<file path="src/rtl/agcseq_pkg.sv">
// Package: shared types and decode helper for the AGC sequencer.
// Assumes: select pins are already synchronized when decoded.
package agcseq_pkg;

    typedef logic [1:0] bw_div_t;

    // Convert the two select bits into a divide exponent; all-ones is widest.
    function automatic bw_div_t sel_to_div(input logic [1:0] sel);
        return bw_div_t'(2'd3 - sel);
    endfunction

endpackage

</file>
<file path="src/rtl/agcseq_sync.sv">
// Multi-bit level synchronizer for slow, independent control pins.
// Assumes: every bit is a quasi-static level; no cross-bit coherence is needed.
module agcseq_sync #(
    parameter int              WIDTH   = 1,
    parameter int              STAGES  = 2,
    parameter logic [WIDTH-1:0] RST_VAL = '0
) (
    input  logic             clk,
    input  logic             rst_n,
    input  logic [WIDTH-1:0] d_async,
    output logic [WIDTH-1:0] q_sync
);

    logic [WIDTH-1:0] chain [STAGES];

    genvar s;
    generate
        for (s = 0; s < STAGES; s++) begin : g_stage
            // One flop stage of the synchronizer chain.
            always_ff @(posedge clk) begin
                if (!rst_n) begin
                    chain[s] <= RST_VAL;
                end else if (s == 0) begin
                    chain[s] <= d_async;
                end else begin
                    chain[s] <= chain[(s == 0) ? 0 : s-1];
                end
            end
        end
    endgenerate

    assign q_sync = chain[STAGES-1];

endmodule

</file>
<file path="src/rtl/agcseq_bw_decode.sv">
// Registers the mode flag and the filter divide exponent.
// Assumes: inputs come from the synchronizer.
module agcseq_bw_decode
    import agcseq_pkg::*;
(
    input  logic       clk,
    input  logic       rst_n,
    input  logic       sweep_s,
    input  logic [1:0] sel_s,
    output logic       sweep_mode,
    output bw_div_t    bw_div
);

    // Register the decoded filter setting and the mode flag.
    always_ff @(posedge clk) begin
        if (!rst_n) begin
            sweep_mode <= 1'b1;
            bw_div     <= '0;
        end else begin
            sweep_mode <= sweep_s;
            bw_div     <= sel_to_div(sel_s);
        end
    end

    AST_MODE_TRACKS: assert property (@(posedge clk) disable iff (!rst_n)
        $past(rst_n) |-> (sweep_mode == $past(sweep_s))) else $error("mode");

endmodule

</file>
<file path="src/rtl/agcseq_pump_gate.sv">
// Produces the run enable and gates both AGC charge pumps with standby.
// Assumes: shut_s is the synchronized standby request.
module agcseq_pump_gate (
    input  logic clk,
    input  logic rst_n,
    input  logic shut_s,
    output logic run_en,
    output logic push_en,
    output logic pull_en
);

    // Run state and pump enables, all off in standby so the capacitor floats.
    always_ff @(posedge clk) begin
        if (!rst_n) begin
            run_en  <= 1'b0;
            push_en <= 1'b0;
            pull_en <= 1'b0;
        end else begin
            run_en  <= !shut_s;
            push_en <= !shut_s;
            pull_en <= !shut_s;
        end
    end

endmodule

</file>
<file path="src/rtl/agcseq_boost_timer.sv">
// Times the high-current AGC recovery window after each standby release.
// Assumes: shut_s is synchronized; the window is 2**BOOST_LOG2 cycles long.
module agcseq_boost_timer #(
    parameter int BOOST_LOG2 = 16
) (
    input  logic clk,
    input  logic rst_n,
    input  logic shut_s,
    output logic boost
);

    localparam logic [BOOST_LOG2-1:0] LOAD_VAL = '1;

    logic                  shut_d;
    logic [BOOST_LOG2-1:0] remain;

    // Keep the previous standby level to detect the release.
    always_ff @(posedge clk) begin
        if (!rst_n) shut_d <= 1'b1;
        else        shut_d <= shut_s;
    end

    // Start, count down, or abort the boost window.
    always_ff @(posedge clk) begin
        if (!rst_n) begin
            boost  <= 1'b0;
            remain <= '0;
        end else if (shut_s) begin
            boost  <= 1'b0;
            remain <= '0;
        end else if (shut_d) begin
            boost  <= 1'b1;
            remain <= LOAD_VAL;
        end else if (boost) begin
            if (remain == '0) boost <= 1'b0;
            else              remain <= remain - 1'b1;
        end
    end

    AST_IDLE_CNT_ZERO: assert property (@(posedge clk) disable iff (!rst_n)
        !boost |-> (remain == '0)) else $error("idle count");
    AST_ABORT_ON_SHUT: assert property (@(posedge clk) disable iff (!rst_n)
        shut_s |=> !boost) else $error("abort");

endmodule

</file>
<file path="src/rtl/agcseq_ctrl.sv">
// Top: standby/AGC recovery sequencer for a duty-cycled receiver.
// Assumes: all control pins are asynchronous levels; undriven pins read high.
module agcseq_ctrl #(
    parameter int SYNC_STAGES = 2,
    parameter int BOOST_LOG2  = 16
) (
    input  logic       clk,
    input  logic       rst_n,
    input  logic       stby_req,
    input  logic       sweep_sel,
    input  logic [1:0] bw_sel,
    output logic       run_en,
    output logic       agc_push_en,
    output logic       agc_pull_en,
    output logic       agc_boost,
    output logic       sweep_mode,
    output logic [1:0] bw_div
);

    localparam int PIN_W = 4;

    logic [PIN_W-1:0] pins_s;
    logic             shut_s;
    logic             sweep_s;
    logic [1:0]       sel_s;

    agcseq_sync #(
        .WIDTH  (PIN_W),
        .STAGES (SYNC_STAGES),
        .RST_VAL(4'b1111)
    ) u_sync (
        .clk    (clk),
        .rst_n  (rst_n),
        .d_async({stby_req, sweep_sel, bw_sel}),
        .q_sync (pins_s)
    );

    assign shut_s  = pins_s[3];
    assign sweep_s = pins_s[2];
    assign sel_s   = pins_s[1:0];

    agcseq_pump_gate u_gate (
        .clk    (clk),
        .rst_n  (rst_n),
        .shut_s (shut_s),
        .run_en (run_en),
        .push_en(agc_push_en),
        .pull_en(agc_pull_en)
    );

    agcseq_boost_timer #(
        .BOOST_LOG2(BOOST_LOG2)
    ) u_boost (
        .clk   (clk),
        .rst_n (rst_n),
        .shut_s(shut_s),
        .boost (agc_boost)
    );

    agcseq_bw_decode u_bw (
        .clk       (clk),
        .rst_n     (rst_n),
        .sweep_s   (sweep_s),
        .sel_s     (sel_s),
        .sweep_mode(sweep_mode),
        .bw_div    (bw_div)
    );

    AST_PUMPS_OFF_STBY: assert property (@(posedge clk) disable iff (!rst_n)
        !run_en |-> (!agc_push_en && !agc_pull_en)) else $error("pumps");
    AST_BOOST_IN_RUN: assert property (@(posedge clk) disable iff (!rst_n)
        agc_boost |-> run_en) else $error("boost in standby");
    AST_BOOST_ON_WAKE: assert property (@(posedge clk) disable iff (!rst_n)
        $rose(run_en) |-> agc_boost) else $error("boost start");

endmodule

</file>
<file path="config.mk">
export PLATFORM = sky130hd
export DESIGN_NAME = agcseq_ctrl
export DESIGN_NICKNAME = d
export VERILOG_FILES = /design/src/rtl/agcseq_pkg.sv /design/src/rtl/agcseq_sync.sv /design/src/rtl/agcseq_bw_decode.sv /design/src/rtl/agcseq_pump_gate.sv /design/src/rtl/agcseq_boost_timer.sv /design/src/rtl/agcseq_ctrl.sv
export SDC_FILE = /design/constraint.sdc
export NUM_CORES = 1
export LEC_CHECK = 0
export BUFFER_PORTS_ARGS = -buffer_cell sky130_fd_sc_hd__buf_2
export CAP_MARGIN = 15
export CORE_ASPECT_RATIO = 1.2
export CORE_MARGIN = 2
export CORE_UTILIZATION = 56
export DETAILED_ROUTE_END_ITERATION = 6
export PLACE_DENSITY = 0.82
export RECOVER_POWER = 25
export SYNTH_ARGS = -nofsm -noshare
export SYNTH_HDL_FRONTEND = slang
export SYNTH_HIERARCHICAL = 1
export SYNTH_SLANG_ARGS = --single-unit
</file>
<file path="constraint.sdc">
create_clock -name clk -period 2.1 [get_ports clk]
set_clock_uncertainty 0.05 [all_clocks]
set_input_delay 0.315 -clock clk [delete_from_list [all_inputs] [get_ports clk]]
set_output_delay 0.315 -clock clk [all_outputs]
set_load 0.1 [all_outputs]
</file>
# [Yosys cells after proc, flatten, opt, wreduce, memory -nomap -nowiden]
# Memory sizes are Yosys's and may differ from the RTL's.
# Index checks and enable logic that the tools add are counted.
[totals] regBits=22 mem_bits_rw=8 inputBits=6 out_inout_bits=7 n_memories=1
[classes] add_sub_neg=2 eq_ne=1 n_mux=10 n_bitwise=3 reduce_logical=5
[mem_list] memory="u_sync.chain" depth=2 width=4 rd=2 rd_ports_with_merged_regs=0 write_ports=2 line_no="agcseq_sync.sv:14" source="logic [WIDTH-1:0] chain [STAGES];"
[ops] cell="16-bit 2-to-1 mux" n=3
[ops] cell="16-bit logical NOT" n=1
[ops] cell="16-bit by 1-bit subtractor with 16-bit output, second input constant" n=1
[ops] cell="4-bit 2-to-1 mux" n=2
[ops] cell="1-bit 2-to-1 mux" n=5
[ops] cell="2-bit by 1-bit inequality test with 1-bit output, second input constant" n=1
[ops] cell="1-bit OR" n=2
[ops] cell="2-bit AND reduction" n=1
[ops] cell="2-bit nonzero test" n=1
[ops] cell="2-bit OR reduction" n=1
[ops] cell="2-bit subtractor, first input constant" n=1
[ops] cell="1-bit logical NOT" n=1
[ops] cell="1-bit inverter" n=1

# [Depth between registers and ports, before layout]
# Gate-level depths: netlist (run 1).
[logic_depth] ltp_word=4 ltp_mapped=6

# [Hierarchy]
# The synthesis (run 1) kept the hierarchy.
[modules_own_cells] mod="agcseq_boost_timer" instances=1 cells_each=117 area_each_um2=979.7 seq_area_each_um2=360.3
[modules_own_cells] mod="agcseq_sync" instances=1 cells_each=16 area_each_um2=210.2 seq_area_each_um2=160.2
[modules_own_cells] mod="agcseq_bw_decode" instances=1 cells_each=6 area_each_um2=81.3 seq_area_each_um2=60.1
[modules_own_cells] mod="agcseq_pump_gate" instances=1 cells_each=4 area_each_um2=48.8 seq_area_each_um2=20.0

# [Worst setup path after synthesis (run 1)]
# No wires, ideal clock.
[synth_path] kind="register to register" startpoint="reg u_boost.boost" endpoint="reg u_boost.remain[15]" setup_ns=0.074 arrival_ns=2.180 slack_ns=-0.204 stages_incl_launch_ff=5 path_buffers=0 synth_period_minus_slack_ns=2.304 path_cell_list="dfxtp_1 -> nor3b_1 -> nand4_1 -> or4b_1 -> a31oi_1"
[synth_between] elab_chain_len=2
[synth_lines] item="start, declared" line_no="agcseq_boost_timer.sv:9" source="output logic boost"
[synth_lines] item="start signal, assigned" line_no="agcseq_boost_timer.sv:26" source="boost <= 1'b0;"
[synth_lines] item="start signal, assigned" line_no="agcseq_boost_timer.sv:29" source="boost <= 1'b0;"
[synth_lines] item="start signal, assigned" line_no="agcseq_boost_timer.sv:32" source="boost <= 1'b1;"
[synth_lines] item="2-bit nonzero test (no source line)"
[synth_lines] item="2-bit AND reduction (no source line)"
[synth_lines] item="end signal, assigned" line_no="agcseq_boost_timer.sv:36" source="else remain <= remain - 1'b1;"
[synth_lines] item="end, declared" line_no="agcseq_boost_timer.sv:15" source="logic [BOOST_LOG2-1:0] remain;"
# No other way between the ends.
# A chain may end at the register's enable or synchronous reset.

# [Worst setup path after layout (run 1)]
[layout_path] startpoint="reg u_boost.remain[0]" endpoint="reg u_boost.remain[14]"
[layout_between] elab_chain_len=4 word_cells_on_any_way=7 classes_between="add/sub (1); eq/ne (1); mux (3); reduce/logical (2)"
[layout_lines] item="16-bit by 1-bit subtractor with 16-bit output" line_no="agcseq_boost_timer.sv:36"
[layout_lines] item="16-bit 2-to-1 mux" line_no="agcseq_boost_timer.sv:35" source="if (remain == '0) boost <= 1'b0;"
[layout_lines] item="16-bit 2-to-1 mux" line_no="agcseq_boost_timer.sv:34" source="end else if (boost) begin"
[layout_lines] item="16-bit 2-to-1 mux" line_no="agcseq_boost_timer.sv:31" source="end else if (shut_d) begin"
# Parallel ways exist; a longest one is shown, timed or not. The select of a mux whose other input is x is not followed.

==> flow_metrics.env, run 1 <==
export IMPL_critical_path_source_type="register"
export IMPL_top_level_ports=13
export IMPL_power_per_cell_area_nw_per_um2=733
export IMPL_grt_overflow=0
export IMPL_hold_violations=0
export IMPL_outcome="finished clean"
export IMPL_clk_latency_ns=0.33
export IMPL_cts_clk_pin_slew_worst_paths_ns=0.09
export IMPL_cts_tree="done"
export IMPL_fin_tns_setup_ns=0
export IMPL_launch_instance_of_the_worst_min_delay_path="bw_sel[1]"
export IMPL_groute_layer_met1_usage_pct=24.4
export IMPL_grt_antenna_before_repair=0
export IMPL_ys_seq_area_share_pct=45.5
export IMPL_ys_dominant_reg_cell="sky130_fd_sc_hd__dfxtp_1"
export IMPL_timing_worst_setup_path_type="reg2reg"
export IMPL_starting_density_of_the_core_pct=58.4
export IMPL_timing_final_crit_share_pct=93.3
export IMPL_post_route_cells_drive_above_1_share_pct=20.1
export IMPL_max_slew_margin_pct=67.6
export IMPL_clock_sinks=30
export IMPL_diodes=0
export IMPL_hold_path_class="in2reg"
export IMPL_htree_num_levels=2
export IMPL_final_cell_mix="29 x sky130_fd_sc_hd__dfxtp_1, 12 x sky130_fd_sc_hd__nand2b_1, 11 x sky130_fd_sc_hd__buf_2"
export IMPL_clock_fmax_mhz=510
export IMPL_avgSynthCellArea_sq_um=9.23
export IMPL_cp_startpoint="u_boost/remain[0]"
export IMPL_post_synth_num_cell_types=39
export IMPL_use_met3_pct=7.07
export IMPL_wl_mm=2.86
export IMPL_vias_per_cell=5.99
export IMPL_detail_route_antenna_nets=0
export IMPL_drt_iter0_drc=37
export IMPL_grt_start_max_net_pins=16
export IMPL_combined_global_route_utilization_of_all_metal_layers_pct=23.3
export IMPL_root_buffer="sky130_fd_sc_hd__clkbuf_4"
export IMPL_drt_pass1_iter_count=4
export IMPL_fin_crit_ns=1.96
export IMPL_synth_edff_count=0
export IMPL_global_route_wire_length_before_repair_mm=5.02
export IMPL_synth_net_count=150
export IMPL_dp_cells=186
export IMPL_final_cell_count_no_fill=195
export IMPL_grt_pass1_vias=1176
export IMPL_die_width_um=48.3
export IMPL_most_frequent_standard_cell_in_the_layout_excluding_fill_and_tap_cells="sky130_fd_sc_hd__dfxtp_1"
export IMPL_synth_seq_cells=30
export IMPL_die_height_um=57.2
export IMPL_power_ir_vdd_worst_v=0.000684
export IMPL_area_delta_synth_final_pct=12.9
export IMPL_num_vias=1169
export IMPL_worst_ep_arrival_time_ns=2.17
export IMPL_synth_warnings=6
export IMPL_setup_violations=0
export IMPL_crit_required_ns=2.31
export IMPL_mappedNetlistArea_sq_um=1320
export IMPL_timing_max_transition_violations_final=0
export IMPL_finish_net_count=170
export IMPL_grt_setup_unrepaired="no"
export IMPL_cts_inserted_buffers=5
export IMPL_fp_row_count=19
export IMPL_routed_wire_length_per_instance_um=14.6
export IMPL_postCtsHoldBufs=0
export IMPL_core_area_sq_um=2260
export IMPL_area_of_the_die_sq_um=2760
export IMPL_gp_congestion=0.828
export IMPL_place_port_buffers=12
export IMPL_grtUsageMet2_pct=43.1
export IMPL_drc_errors=0
export IMPL_crit_fanout=5
export IMPL_max_clock_path_buffers=2
export IMPL_worst_slack_ns=0.140
export IMPL_power_leakage_nw=0.609
export IMPL_grt_most_used_layer="met2"
export IMPL_hpwlAfterDp_mm=2.01
export IMPL_critical_path_reg2reg_startpoint="u_boost/remain[0]"
export IMPL_share_of_synthesized_registers_carrying_an_async_set_or_reset_pct=0
export IMPL_critical_path_sink_type="register"
export IMPL_syn_inst=143
export IMPL_placement_setup_worst_slack_ns=0.0258
export IMPL_timing_worst_slew_pin_value_ns=0.490
export IMPL_utilization_pct=66.0
export IMPL_drv_cap=0
-- timing repair --
item | CTS | global route
endpoints found under the hold margin | 0 | 0
gates resized for setup | 0 | 0
buffers inserted | 1 | 0
setup endpoints to repair | 2 | 0
-- area by class of cell --
type	instances	area, sq um
sequential	30	602
inverter	4	15.0
clock inverter	1	5.00
multi-input combinational	102	656
clock buffer	7	55.1
tap	31	38.8
timing repair buffer	20	119
fill	184	768
-- registers in the layout, indices dropped and copies added (netlist names) --
| register | flops |
|---|---|
| u_boost/boost | 1 |
| u_gate/run_en | 1 |
| u_boost/shut_d | 1 |
| u_bw/bw_div | 2 |
| u_bw/sweep_mode | 1 |
| u_sync/chain | 8 |
| u_boost/remain | 16 |
-- worst paths after layout --
check                             to  slack (ns)  depth (start not counted)
hold reg to reg   u_sync/chain[1][3]        0.37                          1
setup / recovery  u_boost/remain[14]        0.14                          6
setup reg to reg  u_boost/remain[14]        0.14                          6
hold / removal    u_sync/chain[0][1]        0.11                          2
-- cells by family (layout without fill, tap and decap cells) --
kind of cell	Yosys count	in the layout	synth area share (%)
buffers and inverters	11	32	4.26
adders and majority gates	1	1	0.948
and+or+nand+nor	67	67	31.9
DFF	30	30	45.5
AOI/OAI and AO/OA	34	34	17.3
-- synth_stat cells, drive strengths merged (4+ instances only) --
cell     n  area [sq um]
dfxtp   30           601
clkbuf   4          15.0
or3      4          26.3
a21oi    5          25.0
nor3     5          25.0
nand3    5          25.0
nand2b  12          75.1
o31ai    6          45.0
nor2     9          33.8
nor4     4          31.3
a31oi   10          62.6
nand2    6          22.5
or4      6          45.0
-- layer usage --
metal / part of all wire (%) / up-vias / wire [um]
met1: 42 / 554 / 1190
met5: 0 / - / 0
met4: 2.1 / 0 / 59
li1: - / 571 / -
met2: 51 / 35 / 1450
met3: 5.5 / 9 / 158
-- per-stage QoR --
step                      cell area, sq um  hold WS (ns)  power, W
after floorplan                       1320         0.336  0.000712
after global placement                1430         0.348  0.000746
after detailed placement              1430         0.348  0.000751
after CTS                             1500         0.110   0.00110
after global routing                  1490         0.101   0.00114
final                                 1490         0.114   0.00109
-- critical path: stages, from the launching register on --
cell                       delay [ns]
sky130_fd_sc_hd__dfxtp_1         0.33
sky130_fd_sc_hd__inv_1           0.11
sky130_fd_sc_hd__ha_1            0.20
sky130_fd_sc_hd__nor4b_4         0.32
sky130_fd_sc_hd__o211ai_1        0.23
sky130_fd_sc_hd__or4_1           0.50
sky130_fd_sc_hd__a31oi_1         0.16
-- where the power goes --
group          leakage, nW  switching, W  internal [W]
clock               0.0353      0.000189      0.000162
sequential           0.246     0.0000175      0.000587
combinational        0.328     0.0000875     0.0000498
(Power assumes the default switching activity.)
==> run 2: changes to the inputs <==
ABC_AREA = 1   (was not set)
CORE_UTILIZATION = 58   (was 56)
PLACE_DENSITY = 0.84   (was 0.82)
SYNTH_HIERARCHICAL = not set   (was 1)
==> flow_metrics.env, run 2 <==
export IMPL_cts_tree="done"
export IMPL_clock_sinks=30
export IMPL_synth_top_cells_by_count="50 x sky130_fd_sc_hd__nand2_1, 35 x sky130_fd_sc_hd__nand3_1, 30 x sky130_fd_sc_hd__dfxtp_1, 26 x sky130_fd_sc_hd__nor2_1, 22 x sky130_fd_sc_hd__inv_1"
export IMPL_post_route_cells_drive_above_1_share_pct=16.8
export IMPL_share_comb_of_total_power_pct=15.8
export IMPL_vias_per_cell=5.10
export IMPL_critPathMaxStageDelay_ns=0.48
export IMPL_worst_slack_ns=0.442
export IMPL_power_switching_w=0.000326
export IMPL_area_delta_synth_final_pct=6.90
export IMPL_diodes=0
export IMPL_timing_final_crit_share_pct=78.9
export IMPL_post_synth_num_cell_types=21
export IMPL_outcome="finished clean"
export IMPL_die_width_um=50.2
export IMPL_top_register="u_boost.remain"
export IMPL_worst_hold_path_endpoint="u_sync.chain[0][1]"
export IMPL_synth_warnings=0
export IMPL_timing_rr_end="u_boost.remain[0]"
export IMPL_critical_path_source_type="register"
export IMPL_grt_pass1_vias=1185
export IMPL_area_of_the_die_sq_um=2990
export IMPL_cts_resized_gates=0
export IMPL_most_frequent_standard_cell_in_the_layout_excluding_fill_and_tap_cells="sky130_fd_sc_hd__nand2_1"
export IMPL_reg_largest_list="u_boost.remain x16, u_sync.chain x8, u_bw.bw_div x2"
export IMPL_timing_critical_path_buf_inv=1
export IMPL_die_height_um=59.5
export IMPL_htree_num_levels=2
export IMPL_starting_density_of_the_core_pct=60.0
export IMPL_postCtsHoldBufs=0
export IMPL_final_cell_count_no_fill=259
export IMPL_share_of_synthesized_registers_carrying_an_async_set_or_reset_pct=0
export IMPL_num_vias=1321
export IMPL_mappedNetlistArea_sq_um=1490
export IMPL_drv_cap=0
export IMPL_clk_latency_ns=0.33
export IMPL_grt_antenna_before_repair=0
export IMPL_timing_critical_path_cells="buf_2"
export IMPL_internal_power_w=0.000807
export IMPL_wl_mm=2.74
export IMPL_synth_most_common_cell="sky130_fd_sc_hd__nand2_1"
export IMPL_launch_instance_of_the_worst_min_delay_path="bw_sel[1]"
export IMPL_placement_setup_worst_slack_ns=0.471
export IMPL_ys_top_cells_by_area="sky130_fd_sc_hd__dfxtp_1 40%, sky130_fd_sc_hd__nand2_1 13%, sky130_fd_sc_hd__nand3_1 12%"
export IMPL_max_clock_path_buffers=2
export IMPL_place_port_buffers=12
export IMPL_avgSynthCellArea_sq_um=6.95
export IMPL_critical_path_reg2reg_startpoint="u_boost.remain[0]"
export IMPL_timing_worst_setup_path_type="reg2out"
export IMPL_critical_path_sink_type="primary output"
export IMPL_synth_net_count=221
export IMPL_synth_seq_cells=30
export IMPL_routed_wire_length_per_instance_um=10.6
export IMPL_grt_overflow=0
export IMPL_crit_path_top_delay_cell="sky130_fd_sc_hd__dfxtp_1"
export IMPL_final_cell_mix="50 x sky130_fd_sc_hd__nand2_1, 35 x sky130_fd_sc_hd__nand3_1, 30 x sky130_fd_sc_hd__dfxtp_1"
export IMPL_timing_reg2reg_worst_path_depth=9
export IMPL_drc_errors=0
export IMPL_largest_register_ff_count=16
export IMPL_power_frac_seq_pct=53.0
export IMPL_combined_global_route_utilization_of_all_metal_layers_pct=21.7
export IMPL_fin_tns_setup_ns=0
export IMPL_timing_max_transition_violations_final=0
export IMPL_top_level_ports=13
export IMPL_power_leakage_nw=0.812
export IMPL_dp_cells=251
export IMPL_fin_crit_ns=1.66
export IMPL_detail_route_antenna_nets=0
export IMPL_core_area_sq_um=2480
export IMPL_root_buffer="sky130_fd_sc_hd__clkbuf_4"
export IMPL_switching_share_pct=28.7
export IMPL_setup_violations=0
export IMPL_r2r_setup_slack_ns=0.46
export IMPL_worst_ep_arrival_time_ns=1.29
export IMPL_finish_net_count=232
export IMPL_ys_seq_area_share_pct=40.4
export IMPL_grt_start_max_net_pins=18
export IMPL_min_delay_path_depth=2
export IMPL_post_synth_top_area_fraction_pct=40.4
export IMPL_hold_path_class="in2reg"
export IMPL_power_per_cell_area_nw_per_um2=713
export IMPL_crit_fanout=4
export IMPL_synth_edff_count=0
export IMPL_crit_required_ns=1.74
export IMPL_global_route_wire_length_before_repair_mm=4.86
export IMPL_hpwlAfterDp_mm=1.94
export IMPL_p_clk_share_pct=31.2
export IMPL_synth_area_leader_cell="sky130_fd_sc_hd__dfxtp_1"
export IMPL_grt_setup_unrepaired="no"
export IMPL_fillerInstances=245
export IMPL_hold_violations=0
export IMPL_ys_dominant_reg_cell="sky130_fd_sc_hd__dfxtp_1"
export IMPL_fp_row_count=20
export IMPL_gp_congestion=0.798
export IMPL_cts_inserted_buffers=5
export IMPL_drt_iter0_drc=49
export IMPL_cp_top_family="flip-flops"
export IMPL_max_slew_margin_pct=65.9
export IMPL_cts_clk_pin_slew_worst_paths_ns=0.10
export IMPL_power_ir_vdd_worst_v=0.000604
export IMPL_clock_fmax_mhz=603
export IMPL_number_of_setup_buffers_added_after_cts=0
export IMPL_timing_worst_slew_pin_value_ns=0.510
export IMPL_syn_inst=214
export IMPL_drt_pass1_iter_count=4
-- run 2: cell count changes after synthesis, sizes merged, moves of 4 or more --
cell / delta
a21oi: +11
nor4: -4
or4: -6
o31ai: -6
nor2: +19
nor3: -5
nand2b: -12
nand3: +30
a31oi: -10
nand2: +48
or3: -4
or2: +10
inv: +19
-- run 2: area by class of cell --
cell class	instances	area, sq um	area share (%)
inverter	23	86.3	5.43
clock inverter	1	5.00	0.315
sequential	30	601	37.8
timing repair buffer	13	67.6	4.25
tap	33	41.3	2.60
multi-input combinational	152	733	46.1
clock buffer	7	55.1	3.46
-- run 2: how the worst max path moves through the flow --
stage,to,cells after the start,slack [ns],start
floorplan,agc_push_en,1,0.36,u_gate.run_en
global placement,u_boost.remain[0],9,0.52,u_boost.remain[0]
detailed placement,u_boost.remain[0],9,0.47,u_boost.remain[0]
CTS,agc_boost,1,0.44,u_boost.boost
global route,u_boost.remain[0],9,0.31,u_boost.remain[0]
finish,agc_boost,1,0.44,u_boost.boost
-- run 2: power by group through the flow --
stage	combinational (W)	sequential, W	clock (W)
after CTS	0.000179	0.000601	0.000362
final	0.000179	0.000601	0.000353
after global routing	0.000203	0.000603	0.000384
after detailed placement	0.000178	0.000614	0
after global placement	0.000174	0.000613	0
after floorplan	0.000137	0.000629	0
-- run 2: cells by family (layout without fill, tap and decap cells) --
kind of cell	after synthesis	in the layout	share of synthesized area [%]
DFF	30	30	40.4
AOI/OAI and AO/OA	20	20	6.73
and+or+nand+nor	131	131	41.8
adders and majority gates	1	1	0.842
buffers and inverters	32	44	10.3
-- run 2: per-layer routing --
metal / up-vias / track usage (%) / part of all wire [%] / wire length [um]
li1: 693 / - / - / -
met3: 7 / 6.06 / 2.8 / 76
met4: 0 / 9.52 / 2.5 / 68
met5: - / 0 / 0 / 0
met2: 17 / 38.0 / 49 / 1340
met1: 604 / 24.6 / 46 / 1250
-- run 2: worst reg2reg max path, stage by stage (launching register included) --
cell and delay (ns):
sky130_fd_sc_hd__dfxtp_1 0.32, sky130_fd_sc_hd__inv_1 0.09, sky130_fd_sc_hd__ha_1 0.23, sky130_fd_sc_hd__nand2_2 0.13, sky130_fd_sc_hd__nor2_4 0.18, sky130_fd_sc_hd__nand2_4 0.08
sky130_fd_sc_hd__nand2_8 0.12, sky130_fd_sc_hd__nand2_4 0.14, sky130_fd_sc_hd__o21ai_0 0.12, sky130_fd_sc_hd__a21oi_1 0.08
-- run 2: per-stage QoR --
| stage | utilization (%) | hold WS [ns] | total power (W) | area (sq um) |
|---|---|---|---|---|
| global placement | 61.7 | 0.322 | 0.000788 | 1530 |
| detailed placement | 61.7 | 0.325 | 0.000792 | 1530 |
| finish | 64.1 | 0.126 | 0.00113 | 1590 |
| global route | 64.1 | 0.105 | 0.00119 | 1590 |
| CTS | 64.1 | 0.114 | 0.00114 | 1590 |
| floorplan | - | 0.318 | 0.000766 | 1490 |
